[config.mk]
export PLATFORM = sky130hd
export DESIGN_NAME = fetch_stall_seq
export DESIGN_NICKNAME = d
export VERILOG_FILES = /design/src/rtl/seq_pkg.sv /design/src/rtl/seq_rst_sync.sv /design/src/rtl/seq_ctrl.sv /design/src/rtl/seq_pc.sv /design/src/rtl/seq_counters.sv /design/src/rtl/fetch_stall_seq.sv
export SDC_FILE = /design/constraint.sdc
export NUM_CORES = 1
export LEC_CHECK = 0
export ABC_CLOCK_PERIOD_IN_PS = 11800
export BUFFER_PORTS_ARGS = -buffer_cell sky130_fd_sc_hd__buf_2
export CAP_MARGIN = 20
export CORE_UTILIZATION = 55
export CTS_CLUSTER_SIZE = 20
export DETAILED_ROUTE_END_ITERATION = 10
export GPL_TIMING_DRIVEN = 0
export PLACE_DENSITY_LB_ADDON = 0.3
export RECOVER_POWER = 25
export SKIP_CTS_REPAIR_TIMING = 1
export SLEW_MARGIN = 0
export SYNTH_ARGS = -nofsm -noshare
export SYNTH_HDL_FRONTEND = slang
export SYNTH_SLANG_ARGS = --single-unit
[constraint.sdc]
create_clock -name clk -period 11.8 [get_ports clk]
set_clock_uncertainty 0.2 [all_clocks]
set_input_delay 1.18 -clock clk [delete_from_list [all_inputs] [get_ports clk]]
set_output_delay 1.18 -clock clk [all_outputs]
set_load 0.05 [all_outputs]
[src/rtl/seq_pkg.sv]
package seq_pkg;
  typedef enum logic [2:0] {
    ST_IDLE   = 3'd0,
    ST_RUN    = 3'd1,
    ST_ISTALL = 3'd2,
    ST_ICOMP  = 3'd3,
    ST_DSTALL = 3'd4,
    ST_PARK   = 3'd5
  } seq_state_e;
endpackage

[src/rtl/seq_rst_sync.sv]
module seq_rst_sync #(
  parameter int STAGES = 2
) (
  input  logic clk,
  input  logic rst_n,
  output logic rst_sync_n
);
  logic [STAGES-1:0] chain_q;

  always_ff @(posedge clk or negedge rst_n) begin
    if (!rst_n) chain_q <= '0;
    else        chain_q <= {chain_q[STAGES-2:0], 1'b1};
  end

  assign rst_sync_n = chain_q[STAGES-1];
endmodule

[src/rtl/seq_ctrl.sv]
module seq_ctrl
  import seq_pkg::*;
#(
  parameter int CNT_W = 32
) (
  input  logic             clk,
  input  logic             rst_n,
  input  logic             ctx_active,
  input  logic             ctx_chg,
  input  logic             swout_req,
  input  logic             ifetch_hit,
  input  logic             is_memref,
  input  logic             dacc_miss,
  input  logic             fault,
  input  logic             miss_done,
  output seq_state_e       state,
  output logic             fetch_req,
  output logic             exec_en,
  output logic             capture,
  output logic             ist_done,
  output logic             dst_done,
  output logic [CNT_W-1:0] age,
  output logic             trap_req,
  output logic             miss_err
);
  seq_state_e       state_d;
  logic [CNT_W-1:0] age_d;
  logic             trap_d, err_d, dgo, in_stall;

  always_comb begin
    fetch_req = (state == ST_RUN);
    capture   = fetch_req & ~ifetch_hit;
    exec_en   = (fetch_req & ifetch_hit) | (state == ST_ICOMP);
    dgo       = exec_en & ~fault & is_memref & dacc_miss;
    ist_done  = (state == ST_ISTALL) & miss_done;
    dst_done  = (state == ST_DSTALL) & miss_done;
    in_stall  = (state == ST_ISTALL) | (state == ST_DSTALL);
    age_d     = in_stall ? age + 1'b1 : {{(CNT_W-1){1'b0}}, 1'b1};
    trap_d    = exec_en & fault;
    err_d     = miss_done & ((state == ST_IDLE) | (state == ST_RUN) | (state == ST_ICOMP));

    state_d = state;
    if (swout_req) begin
      state_d = ST_PARK;
    end else if (ctx_chg) begin
      state_d = ctx_active ? ST_RUN : ST_IDLE;
    end else begin
      case (state)
        ST_RUN: begin
          if (!ifetch_hit) state_d = ST_ISTALL;
          else if (dgo)    state_d = ST_DSTALL;
        end
        ST_ISTALL: if (miss_done) state_d = ST_ICOMP;
        ST_ICOMP:  state_d = dgo ? ST_DSTALL : ST_RUN;
        ST_DSTALL: if (miss_done) state_d = ST_RUN;
        default:   state_d = state;
      endcase
    end
  end

  always_ff @(posedge clk or negedge rst_n) begin
    if (!rst_n) begin
      state    <= ST_IDLE;
      age      <= '0;
      trap_req <= 1'b0;
      miss_err <= 1'b0;
    end else begin
      state    <= state_d;
      age      <= age_d;
      trap_req <= trap_d;
      miss_err <= err_d;
    end
  end
endmodule

[src/rtl/seq_pc.sv]
module seq_pc #(
  parameter int          ADDR_W   = 32,
  parameter int          STEP     = 4,
  parameter logic [31:0] RESET_PC = 32'h0000_1000
) (
  input  logic              clk,
  input  logic              rst_n,
  input  logic              advance,
  output logic [ADDR_W-1:0] pc,
  output logic [ADDR_W-1:0] npc
);
  localparam logic [ADDR_W-1:0] PC0  = ADDR_W'(RESET_PC);
  localparam logic [ADDR_W-1:0] INC  = ADDR_W'(STEP);

  logic [ADDR_W-1:0] pc_d, npc_d;

  always_comb begin
    pc_d  = pc;
    npc_d = npc;
    if (advance) begin
      pc_d  = npc;
      npc_d = npc + INC;
    end
  end

  always_ff @(posedge clk or negedge rst_n) begin
    if (!rst_n) begin
      pc  <= PC0;
      npc <= PC0 + INC;
    end else begin
      pc  <= pc_d;
      npc <= npc_d;
    end
  end
endmodule

[src/rtl/seq_counters.sv]
module seq_counters #(
  parameter int CNT_W = 32,
  parameter int N_EV  = 3,
  parameter int N_ACC = 2,
  localparam int N_ALL = N_EV + N_ACC
) (
  input  logic                        clk,
  input  logic                        rst_n,
  input  logic [N_ALL-1:0]            en,
  input  logic [CNT_W-1:0]            age,
  output logic [N_ALL-1:0][CNT_W-1:0] cnt
);
  for (genvar g = 0; g < N_ALL; g++) begin : g_cnt
    logic [CNT_W-1:0] amt, cnt_d;
    if (g < N_EV) begin : g_ev
      assign amt = {{(CNT_W-1){1'b0}}, 1'b1};
    end else begin : g_acc
      assign amt = age;
    end

    always_comb cnt_d = en[g] ? cnt[g] + amt : cnt[g];

    always_ff @(posedge clk or negedge rst_n) begin
      if (!rst_n) cnt[g] <= '0;
      else        cnt[g] <= cnt_d;
    end
  end
endmodule

[src/rtl/fetch_stall_seq.sv]
module fetch_stall_seq
  import seq_pkg::*;
#(
  parameter int          ADDR_W   = 32,
  parameter int          INST_W   = 32,
  parameter int          CNT_W    = 32,
  parameter logic [31:0] RESET_PC = 32'h0000_1000,
  localparam int         SZ_W     = $clog2(INST_W/8) + 1
) (
  input  logic              clk,
  input  logic              rst_n,
  input  logic              ctx_active,
  input  logic              ctx_chg,
  input  logic              swout_req,
  input  logic              ifetch_hit,
  input  logic [INST_W-1:0] fetch_data,
  input  logic              is_memref,
  input  logic              is_load,
  input  logic              dacc_miss,
  input  logic              fault,
  input  logic              miss_done,
  output logic              fetch_req,
  output logic [ADDR_W-1:0] fetch_addr,
  output logic [SZ_W-1:0]   fetch_size,
  output logic              exec_en,
  output logic [INST_W-1:0] exec_inst,
  output logic [ADDR_W-1:0] pc,
  output logic [ADDR_W-1:0] npc,
  output logic              trap_req,
  output logic              miss_err,
  output logic [2:0]        state_o,
  output logic [CNT_W-1:0]  inst_cnt,
  output logic [CNT_W-1:0]  memref_cnt,
  output logic [CNT_W-1:0]  load_cnt,
  output logic [CNT_W-1:0]  istall_cyc,
  output logic [CNT_W-1:0]  dstall_cyc
);
  localparam int INST_BYTES = INST_W / 8;
  localparam int ALIGN      = $clog2(INST_BYTES);

  logic                  rst_sync_n;
  seq_state_e            state;
  logic                  capture, ist_done, dst_done;
  logic [CNT_W-1:0]      age;
  logic [INST_W-1:0]     held_q, held_d;
  logic [4:0][CNT_W-1:0] cnt;

  seq_rst_sync #(.STAGES(2)) u_rst (
    .clk(clk), .rst_n(rst_n), .rst_sync_n(rst_sync_n)
  );

  seq_ctrl #(.CNT_W(CNT_W)) u_ctrl (
    .clk(clk), .rst_n(rst_sync_n),
    .ctx_active(ctx_active), .ctx_chg(ctx_chg), .swout_req(swout_req),
    .ifetch_hit(ifetch_hit), .is_memref(is_memref), .dacc_miss(dacc_miss),
    .fault(fault), .miss_done(miss_done),
    .state(state), .fetch_req(fetch_req), .exec_en(exec_en),
    .capture(capture), .ist_done(ist_done), .dst_done(dst_done),
    .age(age), .trap_req(trap_req), .miss_err(miss_err)
  );

  seq_pc #(.ADDR_W(ADDR_W), .STEP(INST_BYTES), .RESET_PC(RESET_PC)) u_pc (
    .clk(clk), .rst_n(rst_sync_n), .advance(exec_en & ~fault),
    .pc(pc), .npc(npc)
  );

  seq_counters #(.CNT_W(CNT_W), .N_EV(3), .N_ACC(2)) u_cnt (
    .clk(clk), .rst_n(rst_sync_n),
    .en({dst_done, ist_done, exec_en & is_load, exec_en & is_memref, exec_en}),
    .age(age), .cnt(cnt)
  );

  always_comb held_d = capture ? fetch_data : held_q;

  always_ff @(posedge clk or negedge rst_sync_n) begin
    if (!rst_sync_n) held_q <= '0;
    else             held_q <= held_d;
  end

  assign fetch_addr = {pc[ADDR_W-1:ALIGN], {ALIGN{1'b0}}};
  assign fetch_size = SZ_W'(INST_BYTES);
  assign exec_inst  = (state == ST_ICOMP) ? held_q : fetch_data;
  assign state_o    = state;
  assign inst_cnt   = cnt[0];
  assign memref_cnt = cnt[1];
  assign load_cnt   = cnt[2];
  assign istall_cyc = cnt[3];
  assign dstall_cyc = cnt[4];
endmodule

==> summary.txt <==
Run status
  • Status: finished with violations
  • Violated checks: max-capacitance violations, max-slew violations

Clocking
  • Worst-Skew Late Latency: 500 ps
  • CTS clock-pin slew for the worst setup and hold paths: 60 ps
  • Clk buf depth: 3
  • H-Tree Depth: 2
  • Clock sink count: 291
  • TritonCTS clock tree: done
  • TritonCTS buffer count: 34
  • Root buffer cell: clkbuf_16

Route
  • Wire per inst: 17.4 microns
  • DRC: 0
  • Via Count: 12874
  • Antenna-violating nets left: 0
  • DRT iter0 DRCs: 770
  • 1st-pass router iterations: 5
  • Final wirelength: 40400 microns
  • Vias per std cell: 5.53

Global route
  • Largest net degree at the start of global routing: 73
  • Vias in the first global route: 12393
  • First-pass GRT wire length: 63600 microns
  • Global route total overflow: 0
  • Total track usage: 27.3%
  • Initial antenna violation count: 3

Critical path
  • Critical path required time: 11350 ps
  • Reg2reg end: u_pc.pc[10]$_DFFE_PN0N_
  • CP max stage cell: clkbuf_1
  • CP Max Fanout: 72
  • FF-to-FF setup slack: 6880 ps
  • Crit path DAT: 4470 ps
  • Startpoint types: register
  • Critical Path End Type: async pin
  • CP bufs+invs: 1
  • Critical path's largest stage delay: 2700 ps
  • Worst-path cell chain: clkbuf_1
  • CP top delay family: buffers and inverters
  • R2R cell count: 1
  • Crit Path Class: reg2async
  • Reg2reg start: u_rst.chain_q[1]$_DFF_PN0_

Floorplanning
  • DIE WIDTH: 172 microns
  • Initial core utilization: 56.5%
  • Die area: 0.0295 sq mm
  • Ports: 341
  • Die height: 172 microns
  • Core Area: 0.0281 sq mm
  • Row cnt: 61

Hold path
  • WHS Path Cells: 0
  • Worst min path class: reg2reg
  • Worst Hold End: u_rst.chain_q[1]$_DFF_PN0_
  • Min-delay src: u_rst.chain_q[0]$_DFF_PN0_

Timing
  • Hold slack: 147 ps
  • Max Freq: 0.203 GHz
  • Hold Vio Cnt, Final: 0
  • Slew Limit Fails: 134
  • Worst-margin pin slew: 3750 ps
  • # setup viols final: 0
  • Final worst setup slack: 6880 ps
  • RSZ-0062 raised after global routing: false
  • Post-layout min period: 4920 ps
  • Fin crit share: 41.7%
  • Worst rel slew slack: -150%

Placement
  • DP Worst Slack: 8160 ps
  • Gp weighted congestion: 0.938
  • DP Wirelength: 30800 microns
  • Number of port buffers: 331
  • Area post-placement: 0.0181 sq mm

Yosys
  • Synth area leaders: dfrtp_1 45%, mux2_2 7.2%, xnor2_1 6.6%, ha_1 5.3%, xor2_1 4.5%
  • Async SR Flop Fraction: 100%
  • Flops & latches, synth: 291
  • Number of enable flip-flop cells after synthesis: 0
  • Yosys warns: 0
  • Mapped Avg Cell Area: 10.3 sq um
  • Sequential area share after synthesis: 45.9%
  • Cell count after synthesis: 1546
  • Yosys top cell area share: 45.4%
  • Cell taking the most area after synthesis: dfrtp_1
  • Synth Cell Area: 0.0159 sq mm
  • Most used DFF post-synth: dfrtp_1
  • Yosys cell types: 79

Final layout
  • Commonest cells after routing, fill and taps aside: 330 x buf_2, 288 x dfrtp_1, 167 x nand2_1
  • Area growth syn-to-layout: 20.9%
  • Net count, final: 2037
  • Commonest non-fill, non-tap cell in the layout: buf_2
  • Share of post-route cells with drive strength above 1: 28.4%
  • Fillers: 2233
  • Post-route cell area: 0.0192 sq mm

Power and ir drop
  • Pwr/cell area: 149 mW/mm^2
  • Worst IR Drop VDD: 0.000131 V
  • P_leak: 9.80 nW
  • Pwr Total: 0.00286 W

Job
  • Max cap viols: 2
## cells by family after synthesis
| kind of cell | synth area share (%) |
|---|---|
| other | 0.0473 |
| muxes | 7.42 |
| xor gates and xnor gates | 11.2 |
| and+or+nand+nor | 16.4 |
| AOI/OAI and AO/OA | 9.96 |
| buffers and inverters | 3.59 |
| adders and majority gates | 5.54 |
| DFF | 45.9 |
## worst max path at each step
stage | from | endpoint | slack, ps | cells after the start
4_1_cts | u_ctrl.state[2]$_DFFE_PN0P_ | exec_inst[30] | 7720 | 6
2_1_floorplan | u_rst.chain_q[1]$_DFF_PN0_ | held_q[0]$_DFFE_PN0P_ | 2890 | 0
3_3_place_gp | u_rst.chain_q[1]$_DFF_PN0_ | u_cnt.cnt[26]$_DFFE_PN0N_ | -300 | 0
3_5_place_dp | ifetch_hit | held_q[27]$_DFFE_PN0P_ | 8160 | 6
6_report | u_rst.chain_q[1]$_DFF_PN0_ | u_pc.pc[10]$_DFFE_PN0N_ | 6880 | 1
5_1_grt | u_rst.chain_q[1]$_DFF_PN0_ | u_pc.pc[10]$_DFFE_PN0N_ | 5800 | 1
## where the power goes
| part | leakage (nW) | switching, W | internal [W] |
|---|---|---|---|
| logic | 5.33 | 0.000442 | 0.000180 |
| clock network | 0.546 | 0.000410 | 0.000639 |
| registers | 3.92 | 0.0000909 | 0.00110 |
| total | 9.80 | 0.000943 | 0.00192 |
## flip-flops by register name, summed over array words and instances, names as in the netlist
| name | count |
|---|---|
| u_ctrl.age | 32 |
| held_q | 32 |
| u_ctrl.trap_req | 1 |
| u_ctrl.miss_err | 1 |
| u_pc.pc | 30 |
| u_ctrl.state | 3 |
| u_rst.chain_q | 2 |
| u_cnt.cnt | 160 |
| u_pc.npc | 30 |
## cell usage after synthesis (6+ instances only)
cell type / n
dfrtp_1: 288
nand2_1: 167
xnor2_1: 120
nor2_1: 113
mux2_2: 101
xor2_1: 82
o21ai_0: 81
a21oi_1: 72
ha_1: 67
nand3_1: 64
buf_4: 41
and3_1: 39
clkbuf_1: 39
nand4_1: 33
a21o_1: 26
inv_1: 23
and4_1: 14
and2_1: 13
nor3_1: 10
o211ai_1: 9
nand3b_1: 8
nand2b_1: 7
o21bai_1: 7
a211oi_1: 6
a31oi_1: 6
nor2b_1: 6
nor3b_1: 6
o21a_1: 6
## layout make-up
type / instances / area, sq um / share of cell area [%]
Clock inverter: 14 / 178 / 0.926
Sequential cell: 291 / 7290 / 38.0
Inverter: 23 / 86.3 / 0.450
Tap cell: 378 / 473 / 2.47
Multi-Input combinational cell: 1155 / 8040 / 41.9
Clock buffer: 45 / 923 / 4.81
Antenna cell: 3 / 7.51 / 0.0391
Buffer: 85 / 474 / 2.47
Timing Repair Buffer: 335 / 1720 / 8.95
## routing by layer
metal  share of wire (%)  GRT usage [%]
met1                  42           34.4
met2                  48           45.3
met3                 6.6           6.10
met4                 4.2           11.7
met5                   0              0
## per-stage QoR
step	instances	TNS [ps]	utilization, %
4_1_cts	2326	0	68.5
3_5_place_dp	2267	0	64.6
5_1_grt	2329	0	68.3
2_1_floorplan	1554	0	-
3_3_place_gp	2263	-76340	64.2
6_report	2329	0	68.3
No activity file was read; power rests on OpenSTA's default activity.
